## src/rtl/uart_flag_pkg.sv

```systemverilog
package uart_flag_pkg;
  localparam int REG_W      = 2;
  localparam int RX_ERR_BIT = 0;
  localparam int TX_END_BIT = 1;
endpackage

```

## src/rtl/uart_rx_check.sv

```systemverilog
module uart_rx_check #(
  parameter int DATA_W = 8
) (
  input  logic              en_i,
  input  logic              done_i,
  input  logic [DATA_W-1:0] data_i,
  input  logic              par_i,
  input  logic              stop_i,
  input  logic              par_en_i,
  input  logic              par_odd_i,
  output logic              fer_o,
  output logic              per_o
);
  logic evt;
  logic ones_odd;

  assign evt      = en_i & done_i;
  assign ones_odd = ^{data_i, par_i};
  assign fer_o    = evt & ~stop_i;
  // mismatch: odd count under even sense, or even count under odd sense
  assign per_o    = evt & par_en_i & (ones_odd != par_odd_i);
endmodule

```

## src/rtl/uart_flag_cell.sv

```systemverilog
module uart_flag_cell #(
  parameter logic RST_VAL = 1'b0
) (
  input  logic clk_i,
  input  logic rst_ni,
  input  logic force_i,
  input  logic set_i,
  input  logic hw_clr_i,
  input  logic clr_ok_i,
  input  logic rd_i,
  input  logic wr_i,
  input  logic wbit_i,
  output logic flag_o
);
  logic flag_q, armed_q, sw_clr;

  assign sw_clr = wr_i & ~wbit_i & armed_q & clr_ok_i;
  assign flag_o = flag_q;

  always_ff @(posedge clk_i or negedge rst_ni) begin
    if (!rst_ni) begin
      flag_q  <= RST_VAL;
      armed_q <= 1'b0;
    end else begin
      if (force_i | set_i)        flag_q <= 1'b1;
      else if (sw_clr | hw_clr_i) flag_q <= 1'b0;
      if (wr_i)                   armed_q <= 1'b0;
      else if (rd_i & flag_q)     armed_q <= 1'b1;
    end
  end

  AST_SET_WINS: assert property (@(posedge clk_i) disable iff (!rst_ni)
    set_i |=> flag_o);
  AST_UNARMED_HOLD: assert property (@(posedge clk_i) disable iff (!rst_ni)
    (wr_i && !armed_q && !set_i && !force_i && !hw_clr_i) |=> flag_o == $past(flag_o));
  AST_W1_HOLD: assert property (@(posedge clk_i) disable iff (!rst_ni)
    (wr_i && wbit_i && !set_i && !force_i && !hw_clr_i) |=> flag_o == $past(flag_o));
endmodule

```

## src/rtl/uart_status_flags.sv

```systemverilog
module uart_status_flags
  import uart_flag_pkg::*;
#(
  parameter int DATA_W = 8
) (
  input  logic              clk_i,
  input  logic              rst_ni,
  input  logic              rx_en_i,
  input  logic              rx_done_i,
  input  logic [DATA_W-1:0] rx_data_i,
  input  logic              rx_par_i,
  input  logic              rx_stop_i,
  input  logic              par_en_i,
  input  logic              par_odd_i,
  output logic              rx_fer_tag_o,
  output logic              rx_per_tag_o,
  input  logic              tx_en_i,
  input  logic              tx_last_bit_i,
  input  logic              tx_fifo_empty_i,
  input  logic              dma_tx_wr_i,
  input  logic              reg_rd_i,
  input  logic              reg_wr_i,
  input  logic [1:0]        reg_wdata_i,
  output logic [1:0]        reg_rdata_o,
  input  logic              rx_ie_i,
  input  logic              tx_ie_i,
  output logic              rx_err_irq_o,
  output logic              tx_end_irq_o
);
  logic rx_err, tx_end;

  uart_rx_check #(.DATA_W(DATA_W)) u_rx_check (
    .en_i      (rx_en_i),
    .done_i    (rx_done_i),
    .data_i    (rx_data_i),
    .par_i     (rx_par_i),
    .stop_i    (rx_stop_i),
    .par_en_i  (par_en_i),
    .par_odd_i (par_odd_i),
    .fer_o     (rx_fer_tag_o),
    .per_o     (rx_per_tag_o)
  );

  uart_flag_cell #(.RST_VAL(1'b0)) u_rx_err (
    .clk_i    (clk_i),
    .rst_ni   (rst_ni),
    .force_i  (1'b0),
    .set_i    (rx_fer_tag_o | rx_per_tag_o),
    .hw_clr_i (1'b0),
    .clr_ok_i (1'b1),
    .rd_i     (reg_rd_i),
    .wr_i     (reg_wr_i),
    .wbit_i   (reg_wdata_i[RX_ERR_BIT]),
    .flag_o   (rx_err)
  );

  uart_flag_cell #(.RST_VAL(1'b1)) u_tx_end (
    .clk_i    (clk_i),
    .rst_ni   (rst_ni),
    .force_i  (~tx_en_i),
    .set_i    (tx_last_bit_i & tx_fifo_empty_i),
    .hw_clr_i (dma_tx_wr_i),
    .clr_ok_i (~tx_fifo_empty_i),
    .rd_i     (reg_rd_i),
    .wr_i     (reg_wr_i),
    .wbit_i   (reg_wdata_i[TX_END_BIT]),
    .flag_o   (tx_end)
  );

  always_comb begin
    reg_rdata_o             = '0;
    reg_rdata_o[RX_ERR_BIT] = rx_err;
    reg_rdata_o[TX_END_BIT] = tx_end;
  end

  assign rx_err_irq_o = rx_err & rx_ie_i;
  assign tx_end_irq_o = tx_end & tx_ie_i;

  AST_FER_SETS: assert property (@(posedge clk_i) disable iff (!rst_ni)
    (rx_en_i && rx_done_i && !rx_stop_i) |=> reg_rdata_o[RX_ERR_BIT]);
  AST_RX_OFF_HOLD: assert property (@(posedge clk_i) disable iff (!rst_ni)
    (!rx_en_i && !reg_wr_i) |=> $stable(reg_rdata_o[RX_ERR_BIT]));
  AST_RX_OFF_NO_TAG: assert property (@(posedge clk_i) disable iff (!rst_ni)
    !rx_en_i |-> !rx_fer_tag_o && !rx_per_tag_o);
  AST_NO_PAR_TAG: assert property (@(posedge clk_i) disable iff (!rst_ni)
    !par_en_i |-> !rx_per_tag_o);
  AST_TX_OFF_END: assert property (@(posedge clk_i) disable iff (!rst_ni)
    !tx_en_i |=> reg_rdata_o[TX_END_BIT]);
  AST_TX_BUSY_HOLD: assert property (@(posedge clk_i) disable iff (!rst_ni)
    (tx_en_i && !tx_fifo_empty_i && !reg_wr_i && !dma_tx_wr_i) |=> $stable(reg_rdata_o[TX_END_BIT]));
endmodule

```

## config.mk

```make
export PLATFORM = sky130hd
export DESIGN_NAME = uart_status_flags
export DESIGN_NICKNAME = d
export VERILOG_FILES = /design/src/rtl/uart_flag_pkg.sv /design/src/rtl/uart_rx_check.sv /design/src/rtl/uart_flag_cell.sv /design/src/rtl/uart_status_flags.sv
export SDC_FILE = /design/constraint.sdc
export NUM_CORES = 1
export LEC_CHECK = 0
export ABC_AREA = 1
export CORE_AREA = 3 3 40 42
export CTS_CLUSTER_DIAMETER = 60
export DETAILED_ROUTE_END_ITERATION = 16
export DIE_AREA = 0 0 43 45
export GPL_TIMING_DRIVEN = 0
export PLACE_DENSITY = 0.72
export REMOVE_ABC_BUFFERS = 1
export SLEW_MARGIN = 20
export SYNTH_ARGS = -nofsm -noshare
export SYNTH_HDL_FRONTEND = slang
export SYNTH_SLANG_ARGS = --single-unit
```

## constraint.sdc

```tcl
create_clock -name clk_i -period 1.8 [get_ports clk_i]
set_input_delay 0.36 -clock clk_i [delete_from_list [all_inputs] [get_ports clk_i]]
set_output_delay 0.36 -clock clk_i [all_outputs]
set_load 0.01 [all_outputs]
```

==> results.json, run 1 <==
{
  "max_freq_mhz": 572,
  "nets": 126,
  "cts_tree": "built",
  "clock_path_buffers": 2,
  "intPower_mw": 0.282,
  "grt_pass1_vias": 463,
  "cp.arrival_ps": 1390,
  "dieArea_um2": 1940,
  "ir_worst_vdd_mv": 0.236,
  "clock_latency_ps": 230,
  "r2r_cells": 2,
  "finalClockSkew_ps": 0.0286,
  "clock_power_share_pct": 30.0,
  "netlist_instances": 61,
  "stdcell_count": 114,
  "leakage_nw": 0.452,
  "ios": 32,
  "grt_pass1_wl_um": 1660,
  "hold_viol_final": 0,
  "ys_seq_elements": 4,
  "setup_slack_ps": 50.5,
  "yosysSeqAreaShare_pct": 27.4,
  "clkSlewWorstSetupHoldPaths_ps": 40,
  "worst_pin_slew_ps": 182,
  "r2r_end": "u_tx_end.flag_o",
  "slew_violations": 0,
  "p_comb_share_pct": 41.8,
  "slowest_stage": "dlygate4sd2_1",
  "cts_buffers": 3,
  "die_h_um": 45,
  "finalCritPeriodShare_pct": 97.2,
  "antenna_found_initial": 0,
  "root_buffer": "clkbuf_4",
  "p_sw_share_pct": 28.2,
  "slowest_delay_ps": 240,
  "critPathLaunchType": "input pin",
  "n_antenna_cell": 0,
  "setup_violations": 0,
  "routed_via_density": 4.37,
  "finalInstanceArea_um2": 768,
  "vias": 498,
  "drt-total-wl_um": 1060,
  "r2r_setup_slack_ps": 960,
  "place_hpwl_um": 792,
  "rows": 13,
  "slew_headroom_pct": 87.7,
  "htree_levels": 1,
  "hold_class": "in2async",
  "p_switching_mw": 0.111,
  "worstPathCellList": "dlygate4sd2_1 -> inv_1 -> nand2_2 -> nand2_1 -> nand2_1 -> nand2_1 -> nand2_2 -> nand2_2 -> nand2_2 -> nand2_1 -> nand2_1 -> inv_1 -> buf_2",
  "place_area_um2": 684,
  "grt_setup_unrepaired": "true",
  "drtPass1Iterations": 4,
  "crit_type": "in2out",
  "avgRoutedWirePerCell_um": 9.26,
  "die_x_um": 43,
  "overflow": 0,
  "cts.sinks": 4,
  "yosysUniqueCellTypes": 16,
  "r2r_start": "u_tx_end.flag_o",
  "drv_cap": 0,
  "setup_tns_ps": 0,
  "crit_start": "rx_data_i[0]",
  "initial_core_util_pct": 28.8,
  "post-place-cells": 105,
  "synth_area_um2": 370,
  "grt_max_degree": 5,
  "drc": 0,
  "p_total_mw": 0.393,
  "gp_congestion": 0.684,
  "status": "finished, final reports clean",
  "final_cell_mix": "nand2_1, clkdlybuf4s50_1, inv_1, dlygate4sd2_1",
  "pre_cts_slack_ps": -601,
  "syn_to_final_growth_pct": 107,
  "cp-endpoint": "rx_per_tag_o",
  "cts-hold-fix-buffers": 0,
  "crit_path_max_fanout": 2,
  "yosysWarnings": 0,
  "numPortBuffers": 31,
  "cp.required_ps": 1440,
  "grt_use_total_pct": 11.3,
  "drtIter0Drc": 4,
  "drive_above_1_share_pct": 22.2,
  "syn_avg_cell_area_um2": 6.07,
  "p_seq_share_pct": 28.2,
  "core_area_um2": 1280,
  "postLayoutCoreUtil_pct": 59.8,
  "ant_nets": 0,
  "hold_ws_ps": 327,
  "fin_crit_ps": 1750,
  "cp_common_cell": "nand2_1",
  "power_density_nw_per_um2": 512,
  "endpoint_kind": "output pin"
}
-- worst min-delay path by stage --
stage                        to  cells after the start
5_1_grt        u_rx_err.armed_q                      1
4_1_cts        u_rx_err.armed_q                      1
2_1_floorplan  u_rx_err.armed_q                      0
3_5_place_dp   u_tx_end.armed_q                      2
6_report       u_rx_err.armed_q                      1
3_3_place_gp   u_tx_end.armed_q                      2
-- layout make-up --
class | count | area [um2]
Sequential cell | 4 | 101
Tap cell | 15 | 18.8
Timing Repair Buffer | 36 | 343
Clock buffer | 4 | 26.3
Multi-Input combinational cell | 41 | 226
Fill cell | 121 | 517
Inverter | 14 | 52.6
-- power by group through the flow --
stage                     combinational, mW  sequential, mW  clock [mW]
after floorplan                      0.0615           0.114           0
after global placement                0.155           0.112           0
after detailed placement              0.159           0.112           0
after CTS                             0.158           0.111       0.122
after global routing                  0.182           0.112       0.137
final                                 0.164           0.111       0.118
-- metal layers --
metal	track usage (%)	part of all wire [%]	up-vias
met5	0	0	-
met4	5.42	0	0
met3	4.38	11	0
met2	19.5	52	24
met1	12.2	37	211
li1	-	-	263
-- cell families after synthesis --
family	Yosys count	share of synthesized area [%]
AOI/OAI and AO/OA	5	7.43
buffers and inverters	16	18.2
and+or+nand+nor	34	42.2
DFF	4	27.4
xor gates and xnor gates	2	4.73
-- critical path, delay by kind of cell --
family	cells	cell delay, ps
simple gates	9	550
buf+inv	4	470
-- sequential cells by signal, summed over array words and instances (netlist names) --
name / flops
u_tx_end.armed_q: 1
u_rx_err.flag_o: 1
u_rx_err.armed_q: 1
u_tx_end.flag_o: 1
-- repair_timing --
item                       CTS  global route
buffers inserted             5             0
hold endpoints to repair     0             0
setup endpoints to repair    3             3
pin swaps                    6             5
resized for setup           13            12
-- cells in the mapped netlist (all sizes together) --
master | instances | area, um2
xnor2 | 2 | 17.5
nor2 | 3 | 11.3
dfrtp | 3 | 75.1
buf | 2 | 15.0
nand3b | 1 | 7.51
dfstp | 1 | 26.3
a22oi | 1 | 7.51
nand2 | 22 | 87.6
inv | 14 | 52.6
a21oi | 3 | 15.0
o21ai | 1 | 5.00
nand3 | 7 | 45.0
nor3 | 1 | 5.00
Power figures use the tool's default switching activity.
==> run 2: changes to the inputs <==
==> constraint.sdc (replaced) <==
create_clock -name clk_i -period 2 [get_ports clk_i]
set_input_delay 0.4 -clock clk_i [delete_from_list [all_inputs] [get_ports clk_i]]
set_output_delay 0.4 -clock clk_i [all_outputs]
set_load 0.01 [all_outputs]
==> run 2 against run 1 <==
Against the previous run:
- register-to-register slack better by 200 ps
- total power down 8.8%
- global-route usage up 0.17 points
- via count unchanged
- sequential power down 10%
- final cell count up 0.88%
==> results.json, run 2 (synthesized netlist as in run 1, its figures left out) <==
{
  "crit_path_max_fanout": 2,
  "cp_num_cells": 18,
  "grt_max_degree": 5,
  "p_comb_share_pct": 42.4,
  "grt_pass1_vias": 469,
  "worst_pin_slew_ps": 178,
  "cts_tree": "built",
  "core_area_um2": 1280,
  "cp.required_ps": 2170,
  "grt_setup_unrepaired": "false",
  "hold_class": "in2async",
  "crit_type": "in2reg",
  "ir_worst_vdd_mv": 0.214,
  "drtIter0Drc": 4,
  "leakage_nw": 0.473,
  "endpoint_kind": "flip-flop",
  "cts-hold-fix-buffers": 0,
  "cp_common_cell": "nand2_1",
  "routed_via_density": 4.33,
  "finalClockSkew_ps": 0.0310,
  "slew_violations": 0,
  "place_hpwl_um": 792,
  "drv_cap": 0,
  "intPower_mw": 0.259,
  "clock_latency_ps": 230,
  "p_switching_mw": 0.100,
  "drt-total-wl_um": 1080,
  "rows": 13,
  "setup_tns_ps": 0,
  "r2r_end": "u_tx_end.flag_o",
  "status": "finished, final reports clean",
  "power_density_nw_per_um2": 456,
  "numPortBuffers": 31,
  "antenna_found_initial": 0,
  "critPathLaunchType": "input pin",
  "hold_ws_ps": 368,
  "grt_pass1_wl_um": 1680,
  "crit_start": "rx_data_i[0]",
  "grt_use_total_pct": 11.4,
  "crit_family": "buffers and inverters",
  "vias": 498,
  "nets": 127,
  "p_seq_share_pct": 27.8,
  "dieArea_um2": 1940,
  "n_antenna_cell": 0,
  "drive_above_1_share_pct": 21.0,
  "r2r_start": "u_tx_end.flag_o",
  "postLayoutCoreUtil_pct": 61.2,
  "cts.sinks": 4,
  "p_sw_share_pct": 27.9,
  "slowest_stage": "dlygate4sd2_1",
  "hold_viol_final": 0,
  "htree_levels": 1,
  "setup_violations": 0,
  "avgRoutedWirePerCell_um": 9.38,
  "die_h_um": 45,
  "fin_crit_ps": 1880,
  "syn_to_final_growth_pct": 113,
  "post-place-cells": 105,
  "gp_congestion": 0.684,
  "r2r_cells": 2,
  "stdcell_count": 115,
  "cts_buffers": 3,
  "clock_path_buffers": 2,
  "finalCritPeriodShare_pct": 94.1,
  "worstPathCellList": "dlygate4sd2_1 -> inv_1 -> nand2_1 -> nand2_1 -> nand2_1 -> nand2_1 -> nand2_1 -> nand2_1 -> nand2_2 -> nand2_1 -> nand2_1 -> buf_4 -> buf_4 -> buf_4 -> buf_4 -> buf_4 -> buf_4 -> nand2_1",
  "overflow": 0,
  "cp-endpoint": "u_rx_err.flag_o",
  "die_x_um": 43,
  "p_total_mw": 0.359,
  "max_freq_mhz": 532,
  "drc": 0,
  "drtPass1Iterations": 4,
  "slew_headroom_pct": 88.1,
  "clkSlewWorstSetupHoldPaths_ps": 40,
  "clock_power_share_pct": 29.7,
  "root_buffer": "clkbuf_4",
  "r2r_setup_slack_ps": 1160,
  "crit_buf_inv": 8,
  "cp.arrival_ps": 2050,
  "final_cell_mix": "nand2_1, clkdlybuf4s50_1, inv_1, dlymetal6s2s_1, buf_4",
  "slowest_delay_ps": 240,
  "initial_core_util_pct": 28.8,
  "ant_nets": 0,
  "ios": 32
}
## run 2: routing by layer
metal	vias to the layer above	wire length [um]	global-route usage [%]	part of all wire [%]
met3	0	117	4.38	11
met2	24	573	20.1	53
met5	-	0	0	0
met4	0	0	5.42	0
li1	262	-	-	-
met1	212	388	12.2	36
## run 2: power by group through the flow
| stage | sequential (mW) | combinational (mW) | clock [mW] |
|---|---|---|---|
| after floorplan | 0.103 | 0.0553 | 0 |
| after global placement | 0.101 | 0.140 | 0 |
| after global routing | 0.101 | 0.169 | 0.123 |
| final | 0.0999 | 0.152 | 0.107 |
| after detailed placement | 0.101 | 0.143 | 0 |
| after CTS | 0.0999 | 0.146 | 0.110 |
## run 2: final cells by class
class                           count  area [um2]
Inverter                           14        52.6
Sequential cell                     4         101
Fill cell                         114         498
Tap cell                           15        18.8
Clock buffer                        4        26.3
Multi-Input combinational cell     41         229
Timing Repair Buffer               37         359
## run 2: timing repair
| item | 4_1_cts | 5_1_grt |
|---|---|---|
| buffers inserted | 6 | 0 |
| pin swaps | 5 | 2 |
| resized for setup | 9 | 11 |
| endpoints found under the setup margin | 2 | 2 |
| hold endpoints to repair | 0 | 0 |
## run 2: worst min-delay path by stage
stage,from,end,slack (ps),cells after the start
6_report,rst_ni,u_rx_err.armed_q,370,1
3_5_place_dp,u_tx_end.armed_q,u_tx_end.armed_q,500,2
2_1_floorplan,rst_ni,u_rx_err.armed_q,100,0
4_1_cts,rst_ni,u_rx_err.armed_q,370,1
3_3_place_gp,u_tx_end.armed_q,u_tx_end.armed_q,480,2
5_1_grt,rst_ni,u_rx_err.armed_q,360,1
## run 2: worst reg2reg max path: cells and delay by family (launching register included)
| kind | cells | cell delay [ps] |
|---|---|---|
| DFF | 1 | 540 |
| AOI/OAI and AO/OA | 2 | 210 |
## run 2: metrics by stage
step                      setup WS (ps)  cell area [um2]
final                               119              787
after global routing               1.03              787
after CTS                          3.01              744
after detailed placement           -481              684
after global placement             -428              684
after floorplan                     603              355
